File: src/rtl/dpa_pkg.sv
package dpa_pkg;

  typedef enum logic {
    SEL_ONE_BIT = 1'b0,
    SEL_NIBBLE  = 1'b1
  } sel_mode_e;

  typedef enum logic [1:0] {
    ST_CAP,
    ST_JUDGE,
    ST_COMMIT,
    ST_READ
  } acc_state_e;

  // First DES substitution box, one 64-bit word per row, column 0 in the top nibble.
  function automatic logic [3:0] sbox_first(input logic [5:0] idx);
    logic [63:0] row_word;
    logic [1:0]  row;
    logic [3:0]  col;
    row = {idx[5], idx[0]};
    col = idx[4:1];
    case (row)
      2'd0:    row_word = 64'hE4D12FB83A6C5907;
      2'd1:    row_word = 64'h0F74E2D1A6CB9538;
      2'd2:    row_word = 64'h41E8D62BFC973A50;
      default: row_word = 64'hFC8249175B3EA06D;
    endcase
    return row_word[(4'd15 - col) * 4 +: 4];
  endfunction

endpackage

File: src/rtl/dpa_select.sv
module dpa_select
  import dpa_pkg::*;
(
  input  logic [31:0] ct_r,
  input  logic [5:0]  guess,
  input  sel_mode_e   mode,
  input  logic [1:0]  bit_pick,
  output logic        keep,
  output logic        to_bin1
);

  logic [5:0] sbox_idx;
  logic [3:0] sel_val;

  // Expansion taps feeding the first S-box: last bit of the half, then its top five.
  assign sbox_idx = guess ^ {ct_r[0], ct_r[31:27]};
  assign sel_val  = sbox_first(sbox_idx);

  always_comb begin
    if (mode == SEL_ONE_BIT) begin
      keep    = 1'b1;
      to_bin1 = sel_val[bit_pick];
    end else begin
      keep    = (sel_val == 4'hF) || (sel_val == 4'h0);
      to_bin1 = (sel_val == 4'hF);
    end
  end

endmodule

File: src/rtl/dpa_bins.sv
module dpa_bins #(
  parameter int TRACE_LEN = 16,
  parameter int SAMPLE_W  = 8,
  parameter int SUM_W     = 24,
  parameter int CNT_W     = 17,
  localparam int AW       = (TRACE_LEN > 1) ? $clog2(TRACE_LEN) : 1
) (
  input  logic                       clk,
  input  logic                       rst_n,
  input  logic                       clr,
  input  logic                       add_en,
  input  logic                       add_bin,
  input  logic [AW-1:0]              add_idx,
  input  logic signed [SAMPLE_W-1:0] add_val,
  input  logic                       cnt_inc,
  input  logic [AW-1:0]              rd_idx,
  output logic signed [SUM_W-1:0]    rd_sum0,
  output logic signed [SUM_W-1:0]    rd_sum1,
  output logic [CNT_W-1:0]           cnt0,
  output logic [CNT_W-1:0]           cnt1
);

  logic signed [SUM_W-1:0] rd_sum_arr [2];
  logic [CNT_W-1:0]        cnt_arr    [2];
  logic signed [SUM_W-1:0] add_ext;

  assign add_ext = SUM_W'(add_val);

  for (genvar b = 0; b < 2; b++) begin : g_bin
    logic signed [SUM_W-1:0] sum_mem [TRACE_LEN];
    logic [CNT_W-1:0]        count;
    logic                    hit;

    assign hit = (add_bin == 1'(b));

    always_ff @(posedge clk or negedge rst_n) begin
      if (!rst_n) begin
        for (int i = 0; i < TRACE_LEN; i++) sum_mem[i] <= '0;
        count <= '0;
      end else if (clr) begin
        for (int i = 0; i < TRACE_LEN; i++) sum_mem[i] <= '0;
        count <= '0;
      end else begin
        if (add_en && hit) sum_mem[add_idx] <= sum_mem[add_idx] + add_ext;
        if (cnt_inc && hit) count <= count + CNT_W'(1);
      end
    end

    assign rd_sum_arr[b] = sum_mem[rd_idx];
    assign cnt_arr[b]    = count;
  end

  assign rd_sum0 = rd_sum_arr[0];
  assign rd_sum1 = rd_sum_arr[1];
  assign cnt0    = cnt_arr[0];
  assign cnt1    = cnt_arr[1];

endmodule

File: src/rtl/dpa_bias.sv
module dpa_bias #(
  parameter int SUM_W  = 24,
  parameter int CNT_W  = 17,
  parameter int BIAS_W = 43
) (
  input  logic signed [SUM_W-1:0]  sum0,
  input  logic signed [SUM_W-1:0]  sum1,
  input  logic [CNT_W-1:0]         cnt0,
  input  logic [CNT_W-1:0]         cnt1,
  output logic signed [BIAS_W-1:0] bias
);

  logic signed [BIAS_W-1:0] s0x, s1x, c0x, c1x, prod1, prod0;

  assign s0x   = BIAS_W'(sum0);
  assign s1x   = BIAS_W'(sum1);
  assign c0x   = BIAS_W'(cnt0);
  assign c1x   = BIAS_W'(cnt1);
  assign prod1 = s1x * c0x;
  assign prod0 = s0x * c1x;
  assign bias  = ((cnt0 == '0) || (cnt1 == '0)) ? '0 : (prod1 - prod0);

endmodule

File: src/rtl/dpa_partition_acc.sv
module dpa_partition_acc
  import dpa_pkg::*;
#(
  parameter int TRACE_LEN      = 16,
  parameter int SAMPLE_W       = 8,
  parameter int TRACE_CAP_LOG2 = 16,
  localparam int CNT_W         = TRACE_CAP_LOG2 + 1,
  localparam int SUM_W         = SAMPLE_W + TRACE_CAP_LOG2,
  localparam int BIAS_W        = SUM_W + CNT_W + 2
) (
  input  logic                       clk,
  input  logic                       rst_n,
  input  logic                       clr_run,
  input  logic [31:0]                ct_r,
  input  logic [5:0]                 key_guess,
  input  logic                       sel_mode,
  input  logic [1:0]                 bit_pick,
  input  logic                       s_valid,
  output logic                       s_ready,
  input  logic signed [SAMPLE_W-1:0] s_data,
  input  logic                       s_last,
  input  logic                       rd_start,
  output logic                       m_valid,
  input  logic                       m_ready,
  output logic signed [BIAS_W-1:0]   m_data,
  output logic                       m_last,
  output logic [CNT_W-1:0]           cnt0,
  output logic [CNT_W-1:0]           cnt1,
  output logic                       len_err
);

  localparam int AW = (TRACE_LEN > 1) ? $clog2(TRACE_LEN) : 1;
  localparam int IW = $clog2(TRACE_LEN + 1);
  localparam logic [AW-1:0] LAST_IDX  = AW'(TRACE_LEN - 1);
  localparam logic [IW-1:0] BEAT_LAST = IW'(TRACE_LEN - 1);
  localparam logic [IW-1:0] BEAT_FULL = IW'(TRACE_LEN);

  acc_state_e              state;
  logic [IW-1:0]           beat_idx;
  logic [AW-1:0]           c_idx, r_idx;
  logic                    tgt_bin;
  logic [31:0]             lat_ct;
  logic [5:0]              lat_guess;
  sel_mode_e               lat_mode;
  logic [1:0]              lat_pick;
  logic                    keep, to_bin1;
  logic signed [SAMPLE_W-1:0] stage_mem [TRACE_LEN];
  logic signed [SUM_W-1:0] rd_sum0, rd_sum1;
  logic                    beat_fire;

  assign s_ready   = (state == ST_CAP);
  assign beat_fire = s_valid && s_ready;
  assign m_valid   = (state == ST_READ);
  assign m_last    = m_valid && (r_idx == LAST_IDX);

  dpa_select u_sel (
    .ct_r     (lat_ct),
    .guess    (lat_guess),
    .mode     (lat_mode),
    .bit_pick (lat_pick),
    .keep     (keep),
    .to_bin1  (to_bin1)
  );

  // Staging buffer: a trace is only merged once its length is known good.
  always_ff @(posedge clk) begin
    if (beat_fire && (beat_idx < BEAT_FULL)) stage_mem[beat_idx[AW-1:0]] <= s_data;
  end

  always_ff @(posedge clk or negedge rst_n) begin
    if (!rst_n) begin
      state     <= ST_CAP;
      beat_idx  <= '0;
      c_idx     <= '0;
      r_idx     <= '0;
      tgt_bin   <= 1'b0;
      lat_ct    <= '0;
      lat_guess <= '0;
      lat_mode  <= SEL_ONE_BIT;
      lat_pick  <= '0;
      len_err   <= 1'b0;
    end else if (clr_run) begin
      state    <= ST_CAP;
      beat_idx <= '0;
      c_idx    <= '0;
      r_idx    <= '0;
      len_err  <= 1'b0;
    end else begin
      len_err <= 1'b0;
      case (state)
        ST_CAP: begin
          if (beat_fire) begin
            if (beat_idx == '0) begin
              lat_ct    <= ct_r;
              lat_guess <= key_guess;
              lat_mode  <= sel_mode_e'(sel_mode);
              lat_pick  <= bit_pick;
            end
            if (s_last) begin
              beat_idx <= '0;
              if (beat_idx == BEAT_LAST) state <= ST_JUDGE;
              else len_err <= 1'b1;
            end else if (beat_idx != BEAT_FULL) begin
              beat_idx <= beat_idx + IW'(1);
            end
          end else if (rd_start && (beat_idx == '0)) begin
            state <= ST_READ;
            r_idx <= '0;
          end
        end
        ST_JUDGE: begin
          if (keep) begin
            tgt_bin <= to_bin1;
            c_idx   <= '0;
            state   <= ST_COMMIT;
          end else begin
            state <= ST_CAP;
          end
        end
        ST_COMMIT: begin
          c_idx <= c_idx + AW'(1);
          if (c_idx == LAST_IDX) state <= ST_CAP;
        end
        default: begin
          if (m_ready) begin
            if (r_idx == LAST_IDX) state <= ST_CAP;
            else r_idx <= r_idx + AW'(1);
          end
        end
      endcase
    end
  end

  dpa_bins #(
    .TRACE_LEN (TRACE_LEN),
    .SAMPLE_W  (SAMPLE_W),
    .SUM_W     (SUM_W),
    .CNT_W     (CNT_W)
  ) u_bins (
    .clk     (clk),
    .rst_n   (rst_n),
    .clr     (clr_run),
    .add_en  (state == ST_COMMIT),
    .add_bin (tgt_bin),
    .add_idx (c_idx),
    .add_val (stage_mem[c_idx]),
    .cnt_inc ((state == ST_COMMIT) && (c_idx == LAST_IDX)),
    .rd_idx  (r_idx),
    .rd_sum0 (rd_sum0),
    .rd_sum1 (rd_sum1),
    .cnt0    (cnt0),
    .cnt1    (cnt1)
  );

  dpa_bias #(
    .SUM_W  (SUM_W),
    .CNT_W  (CNT_W),
    .BIAS_W (BIAS_W)
  ) u_bias (
    .sum0 (rd_sum0),
    .sum1 (rd_sum1),
    .cnt0 (cnt0),
    .cnt1 (cnt1),
    .bias (m_data)
  );

endmodule

File: config.mk
export PLATFORM = sky130hd
export DESIGN_NAME = dpa_partition_acc
export DESIGN_NICKNAME = d
export VERILOG_FILES = /design/src/rtl/dpa_pkg.sv /design/src/rtl/dpa_select.sv /design/src/rtl/dpa_bins.sv /design/src/rtl/dpa_bias.sv /design/src/rtl/dpa_partition_acc.sv
export SDC_FILE = /design/constraint.sdc
export NUM_CORES = 2
export LEC_CHECK = 0
export BUFFER_PORTS_ARGS = -buffer_cell sky130_fd_sc_hd__buf_2
export CAP_MARGIN = 25
export CORE_UTILIZATION = 55
export CTS_CLUSTER_DIAMETER = 60
export DETAILED_ROUTE_END_ITERATION = 10
export PLACE_DENSITY = 0.71
export SLEW_MARGIN = 20
export SYNTH_ARGS = -nofsm -noshare
export SYNTH_HDL_FRONTEND = slang
export SYNTH_SLANG_ARGS = --single-unit
File: constraint.sdc
create_clock -name clk -period 17.7 [get_ports clk]
set_clock_uncertainty 0.1 [all_clocks]
set_input_delay 5.31 -clock clk [delete_from_list [all_inputs] [get_ports clk]]
set_output_delay 5.31 -clock clk [all_outputs]
set_load 0.1 [all_outputs]
# [Word-level counts from Yosys, hierarchy flattened]
# Memory sizes are Yosys's and may differ from the RTL's.
# Cells that the tools add are included.
[word_totals] inputBits=56 regBits=860 wordCells=183 ram_bits=128 memories=1 out_inout_bits=81
[memory_table] memory="stage_mem" depth=16 word_bits=8 read_ports=1 rd_ports_with_merged_regs=0 write_ports=1 line="dpa_partition_acc.sv:47" rtl="logic signed [SAMPLE_W-1:0] stage_mem [TRACE_LEN];"
[op_classes] add_sub_neg=9 bitwise=5 n_mul=2 shift=1 n_reduce_logical=36 eq_ne=19 n_lt_le_gt_ge=5 muxes=61
[ops] cell="384-bit 2-to-1 mux" n=4
[ops] cell="384-bit bitwise mux" n=2
[ops] cell="24-bit binary-select mux with 4-bit select" n=4
[ops] cell="24-bit 2-to-1 mux" n=9
[ops] cell="64-bit case mux with 3 select lines" n=1
[ops] cell="24-bit demux with 4-bit select" n=1
[ops] cell="24-bit by 18-bit multiplier with 42-bit output" n=2
[ops] cell="17-bit 2-to-1 mux" n=4
[ops] cell="64-bit by 33-bit variable part select with 4-bit output" n=1
[ops] cell="24-bit by 8-bit adder with 24-bit output" n=2
[ops] cell="43-bit 2-to-1 mux" n=1
[ops] cell="43-bit subtractor" n=1
[ops] cell="17-bit by 1-bit adder with 17-bit output, second input constant" n=2
[ops] cell="17-bit logical NOT" n=2
[ops] cell="4-bit 2-to-1 mux" n=7
[ops] cell="5-bit 2-to-1 mux" n=5
[ops] cell="2-bit 2-to-1 mux" n=9
[ops] cell="4-bit case mux with 2 select lines" n=2
[ops] cell="4-bit equality test, second input constant" n=3
[ops] cell="3-bit inequality test, second input constant" n=4
[ops] cell="2-bit nonzero test" n=6
[ops] cell="5-bit >= comparator, second input constant" n=2
[ops] cell="1-bit logical AND" n=10
[ops] cell="1-bit 2-to-1 mux" n=10
[ops] cell="other kinds (32)" n=44

# [Logic depth before layout (Yosys ltp)]
[logic_depth] ltp_word=10 mapped_depth=40 depth_no_buf=35

# [Modules after synthesis]
# Synthesis repeated with hierarchy kept, for this count alone.
[unflattened] hier_cells=7158 hier_area_um2=82529.2
[by_module_without_submodules] module="dpa_bins" area_per_inst_um2=42909.9 n_inst=1 cells_per_inst=3161 seq_area_each_um2=20069.2
[by_module_without_submodules] module="dpa_bias" area_per_inst_um2=30807.0 n_inst=1 cells_per_inst=3405 seq_area_each_um2=0.0
[by_module_without_submodules] module="dpa_partition_acc" area_per_inst_um2=7882.6 n_inst=1 cells_per_inst=480 seq_area_each_um2=5295.1
[by_module_without_submodules] module="dpa_select" area_per_inst_um2=929.6 n_inst=1 cells_per_inst=112 seq_area_each_um2=0.0

# [Worst setup path before layout]
# OpenSTA, ideal clock, no wires.
[synth_timing] path_type="register to output" from="reg r_idx[0]" to="out m_data[24]" t_required_ps=12290 n_path_buf=4 t_arrival_ps=12223 path_stages_with_launch=33 setup_slack_ps=67 path_cell_list="dfrtp_1 clkbuf_1 buf_2 buf_1 mux4_2 mux4_2 clkbuf_1 and2_1 fa_1 inv_1 fa_1 fa_1 inv_1 fa_1 fa_1 inv_1 fa_1 inv_1 ha_1 nand2_1 a211oi_1 o41a_1 o31a_1 o21a_1 or2_2 ha_1 nand3_1 a2111oi_1 nor3_1 a21oi_1 a31o_2 a21oi_1 o311ai_0"
[synth_between] elab_chain_cells=7 elab_cells_between_ends=11 classes_between="1 x add/sub; 2 x mul; 7 x mux; 1 x bitwise"
[synth_rtl] item="from (decl)" line="dpa_partition_acc.sv:40" rtl="logic [AW-1:0] c_idx, r_idx;"
[synth_rtl] item="from (signal assigned)" line="dpa_partition_acc.sv:127" rtl="else r_idx <= r_idx + AW'(1);"
[synth_rtl] item="4-bit inverter with 5-bit output (not written as such) (*)" line="dpa_bins.sv:49" rtl="assign rd_sum_arr[b] = sum_mem[rd_idx];"
[synth_rtl] item="24-bit binary-select mux with 4-bit select" line="dpa_bins.sv:49"
[synth_rtl] item="24-bit 2-to-1 mux (not written as such) (2 in series)" line="dpa_bins.sv:49"
[synth_rtl] item="24-bit by 18-bit multiplier with 42-bit output, on equally long branches" line="dpa_bias.sv:19, dpa_bias.sv:20"
[synth_rtl] item="43-bit subtractor (*)" line="dpa_bias.sv:21" rtl="assign bias = ((cnt0 == '0) || (cnt1 == '0)) ? '0 : (prod1 - prod0);"
[synth_rtl] item="43-bit 2-to-1 mux (*)" line="dpa_bias.sv:21"
[synth_rtl] item="to (decl)" line="dpa_partition_acc.sv:25" rtl="output logic signed [BIAS_W-1:0] m_data,"
# Mark *: on every way between the ends. The rest lies on a longest branch, timed or not. The select of a mux whose other input is x is not followed.

# [Worst setup path after layout]
[layout_timing] from="reg r_idx[0]" to="out m_data[39]"
# The elaborated chain is that of the path after synthesis.

==> flow_summary_export.csv <==
group,metric,value,unit
critical_path,cpMostUsedCell,"fa_1",
floorplan,die_h,389,µm
critical_path,path_class,"reg2out",
sta,fin_crit_sh,97.4,%
clock_tree,cts_root_buf,"clkbuf_16",
critical_path,cp-end-kind,"output port",
final_layout,post-route-util,60.1,%
yosys,yosys_warnings,0,
final_layout,drive_gt1_share,15.2,%
critical_path,r2r_setup_slack,10.07,ns
yosys,synthArstFlopShare,86.7,%
clock_tree,h-tree-depth,3,
critical_path,cp_slowest_cell,"mux4_2",
clock_tree,clk_path_buf_depth,3,
min_path,min_path_type,"reg2reg",
routing,wl_per_cell,25.9,µm
floorplan,rows,141,
yosys,synth_edf_count,128,
floorplan,die_area,151000,µm²
clock_tree,post_cts_buffers,0,
global_routing,grt_pass1_wl,371000,µm
place,portBuffers,110,
clock_tree,cts_resized,0,
yosys,ys_seq_area_share,30.1,%
critical_path,path_max_fanout,25,
critical_path,cp-startpoint,"r_idx[0]$_DFFE_PN0P_",
sta,slew_headroom,27.4,%
critical_path,r2r_cells,15,
yosys,synth.net_count,8513,
final_layout,layout.nets,8391,
global_routing,grt_use_total,32.0,%
sta,grt_setup_unrepaired,"false",
clock_tree,clk_latency,0.71,ns
clock_tree,cts_tree,"built",
critical_path,slowest_delay,0.78,ns
routing,dr_total_vias,59800,
floorplan,fp.dieW,389,µm
critical_path,cp.arrival,11.83,ns
final_layout,final_common_cell,"inv_1",
place,placed_area,85500,µm²
sta,fin_ws,0.463,ns
global_routing,met3_usage,6.79,%
pwr,p_leak,41.2,nW
routing,viasPerCell,6.49,
global_routing,use_met2,51.2,%
sta,worstMarginPinSlew,1.09,ns
place,preCtsSetupSlack,1.15,ns
routing,drcViolationCount,0,
sta,fin_setup_tns,0,ns
yosys,ys_types,83,
clock_tree,cts.clk_slew.worst_paths,0.06,ns
flow_run,cap_viol_max_count,0,
final_layout,most-common-layout-cells,"inv_1, dfrtp_1, fa_1, nand2_1, a22o_1",
yosys,ys_ff_latch,962,
yosys,synth_cells,7335,
sta,fmax,58.0,MHz
floorplan,start_util,55.5,%
critical_path,endpoint,"m_data[39]",
clock_tree,postCtsHoldBufs,0,
global_routing,use_met1,42.4,%
critical_path,worst_setup_path_start_kind,"register",
yosys,syn_avg_cell_area,11.2,µm²
status,outcome,"completed",
final_layout,final_area,89000,µm²
sta,whs,0.402,ns
critical_path,crit_required,12.29,ns
critical_path,rr_endpoint,"u_bins.g_bin[0].sum_mem[377]$_DFFE_PN0P_",
min_path,hp-start,"u_bins.g_bin[0].sum_mem[235]$_DFFE_PN0P_",
sta,hold_viol,0,
global_routing,grt_busiest_layer,"met2",
critical_path,reg2reg_from,"c_idx[0]$_DFFE_PN0P_",
routing,drt_iter0_drc,6054,
pwr,max-vdd-ir-drop,0.000161,V
sta,setup_viol,0,
global_routing,gr-total-overflow,0,
yosys,synth_area,82200,µm²
place,gp_congestion,0.930,
routing,ant_nets,0,
floorplan,ios,137,
global_routing,antenna_found_initial,6,
place,dp_hpwl,159000,µm
routing,routed_wl,238000,µm
sta,period_needed,17.24,ns
floorplan,core_area,148000,µm²
clock_tree,cts_buffers,94,
final_layout,syn_to_final_growth,8.24,%
clock_tree,cts_sinks,962,
global_routing,grt_max_degree,168,
pwr,powerDensity,76.6,nW/µm²
routing,firstDrtPassIters,5,
global_routing,grt_pass1_vias,63100,
yosys,synth_ff_type,"dfrtp_1",
sta,drv_slew,0,
logic make-up after synthesis:
kind of cell | share of synthesized area (%)
xor+xnor | 1.99
flops | 30.1
fa+ha+maj | 24.4
compound gates | 11.7
simple gates | 9.54
mux | 14.9
buf+inv | 7.33
routing by layer:
layer / routed length, µm / part of all wire [%] / vias to the layer above
li1: - / - / 24900
met1: 90900 / 38 / 30900
met2: 113000 / 47 / 3247
met3: 23300 / 9.8 / 716
met4: 11400 / 4.8 / 6
met5: 37 / 0.016 / -
cell usage after synthesis, types with 156 or more instances:
cell	count	area, µm²
a21oi_1	156	781
a22o_1	622	5450
and2_1	439	2750
clkbuf_1	433	1630
dfrtp_1	834	20900
fa_1	805	16100
ha_1	317	3970
inv_1	1088	4080
mux4_2	528	11900
nand2_1	686	2570
nor2_1	216	811
o21ai_0	187	936
metrics by stage:
stage / std cells / total power, W
floorplan: 7335 / 0.00393
global placement: 9021 / 0.00458
detailed placement: 9039 / 0.00466
CTS: 9211 / 0.00679
global route: 9219 / 0.00706
finish: 9220 / 0.00681
state kept, by name, indices dropped and copies added, names as in the netlist:
register / count
u_bins.cnt1: 17
state: 2
stage_mem: 128
len_err: 1
lat_guess: 6
c_idx: 4
r_idx: 4
lat_mode: 1
lat_pick: 2
u_bins.g_bin.sum_mem: 768
tgt_bin: 1
u_bins.cnt0: 17
lat_ct: 6
beat_idx: 5
cell type report:
class / instances / area, µm²
antenna: 1 / 2.50
clock buffer: 130 / 2790
clock inverter: 42 / 478
fill: 11700 / 59100
inverter: 1089 / 4090
multi-input combinational: 4779 / 52200
sequential: 962 / 24700
tap: 1930 / 2410
timing repair buffer: 287 / 2260
power breakdown:
group          internal (W)  switching [W]  total, W  leakage (nW)
logic              0.000799        0.00150   0.00230          26.8
clock network       0.00124       0.000912   0.00215          1.63
registers           0.00229      0.0000765   0.00237          12.8
total               0.00433        0.00249   0.00681          41.2
worst min path at each step:
stage                                               end  cells after the start  slack (ns)
2_1_floorplan  u_bins.g_bin[0].sum_mem[122]$_DFFE_PN0P_                      2        0.36
3_3_place_gp   u_bins.g_bin[1].sum_mem[103]$_DFFE_PN0P_                      2        0.38
3_5_place_dp    u_bins.g_bin[0].sum_mem[42]$_DFFE_PN0P_                      2        0.39
4_1_cts         u_bins.g_bin[0].sum_mem[42]$_DFFE_PN0P_                      2        0.40
5_1_grt        u_bins.g_bin[0].sum_mem[235]$_DFFE_PN0P_                      2        0.43
6_report       u_bins.g_bin[0].sum_mem[235]$_DFFE_PN0P_                      2        0.40
worst max-delay path: cells and delay by family (launching register included):
kind                     cells  cell delay, ns
buffers and inverters        6            1.20
multiplexers                 3            1.61
AND/OR/NAND/NOR              3            0.59
AO/OA/AOI/OAI               12            3.12
flip-flops                   1            0.62
XOR/XNOR                     1            0.24
adder cells (fa/ha/maj)      8            3.71
(Power assumes the default switching activity.)
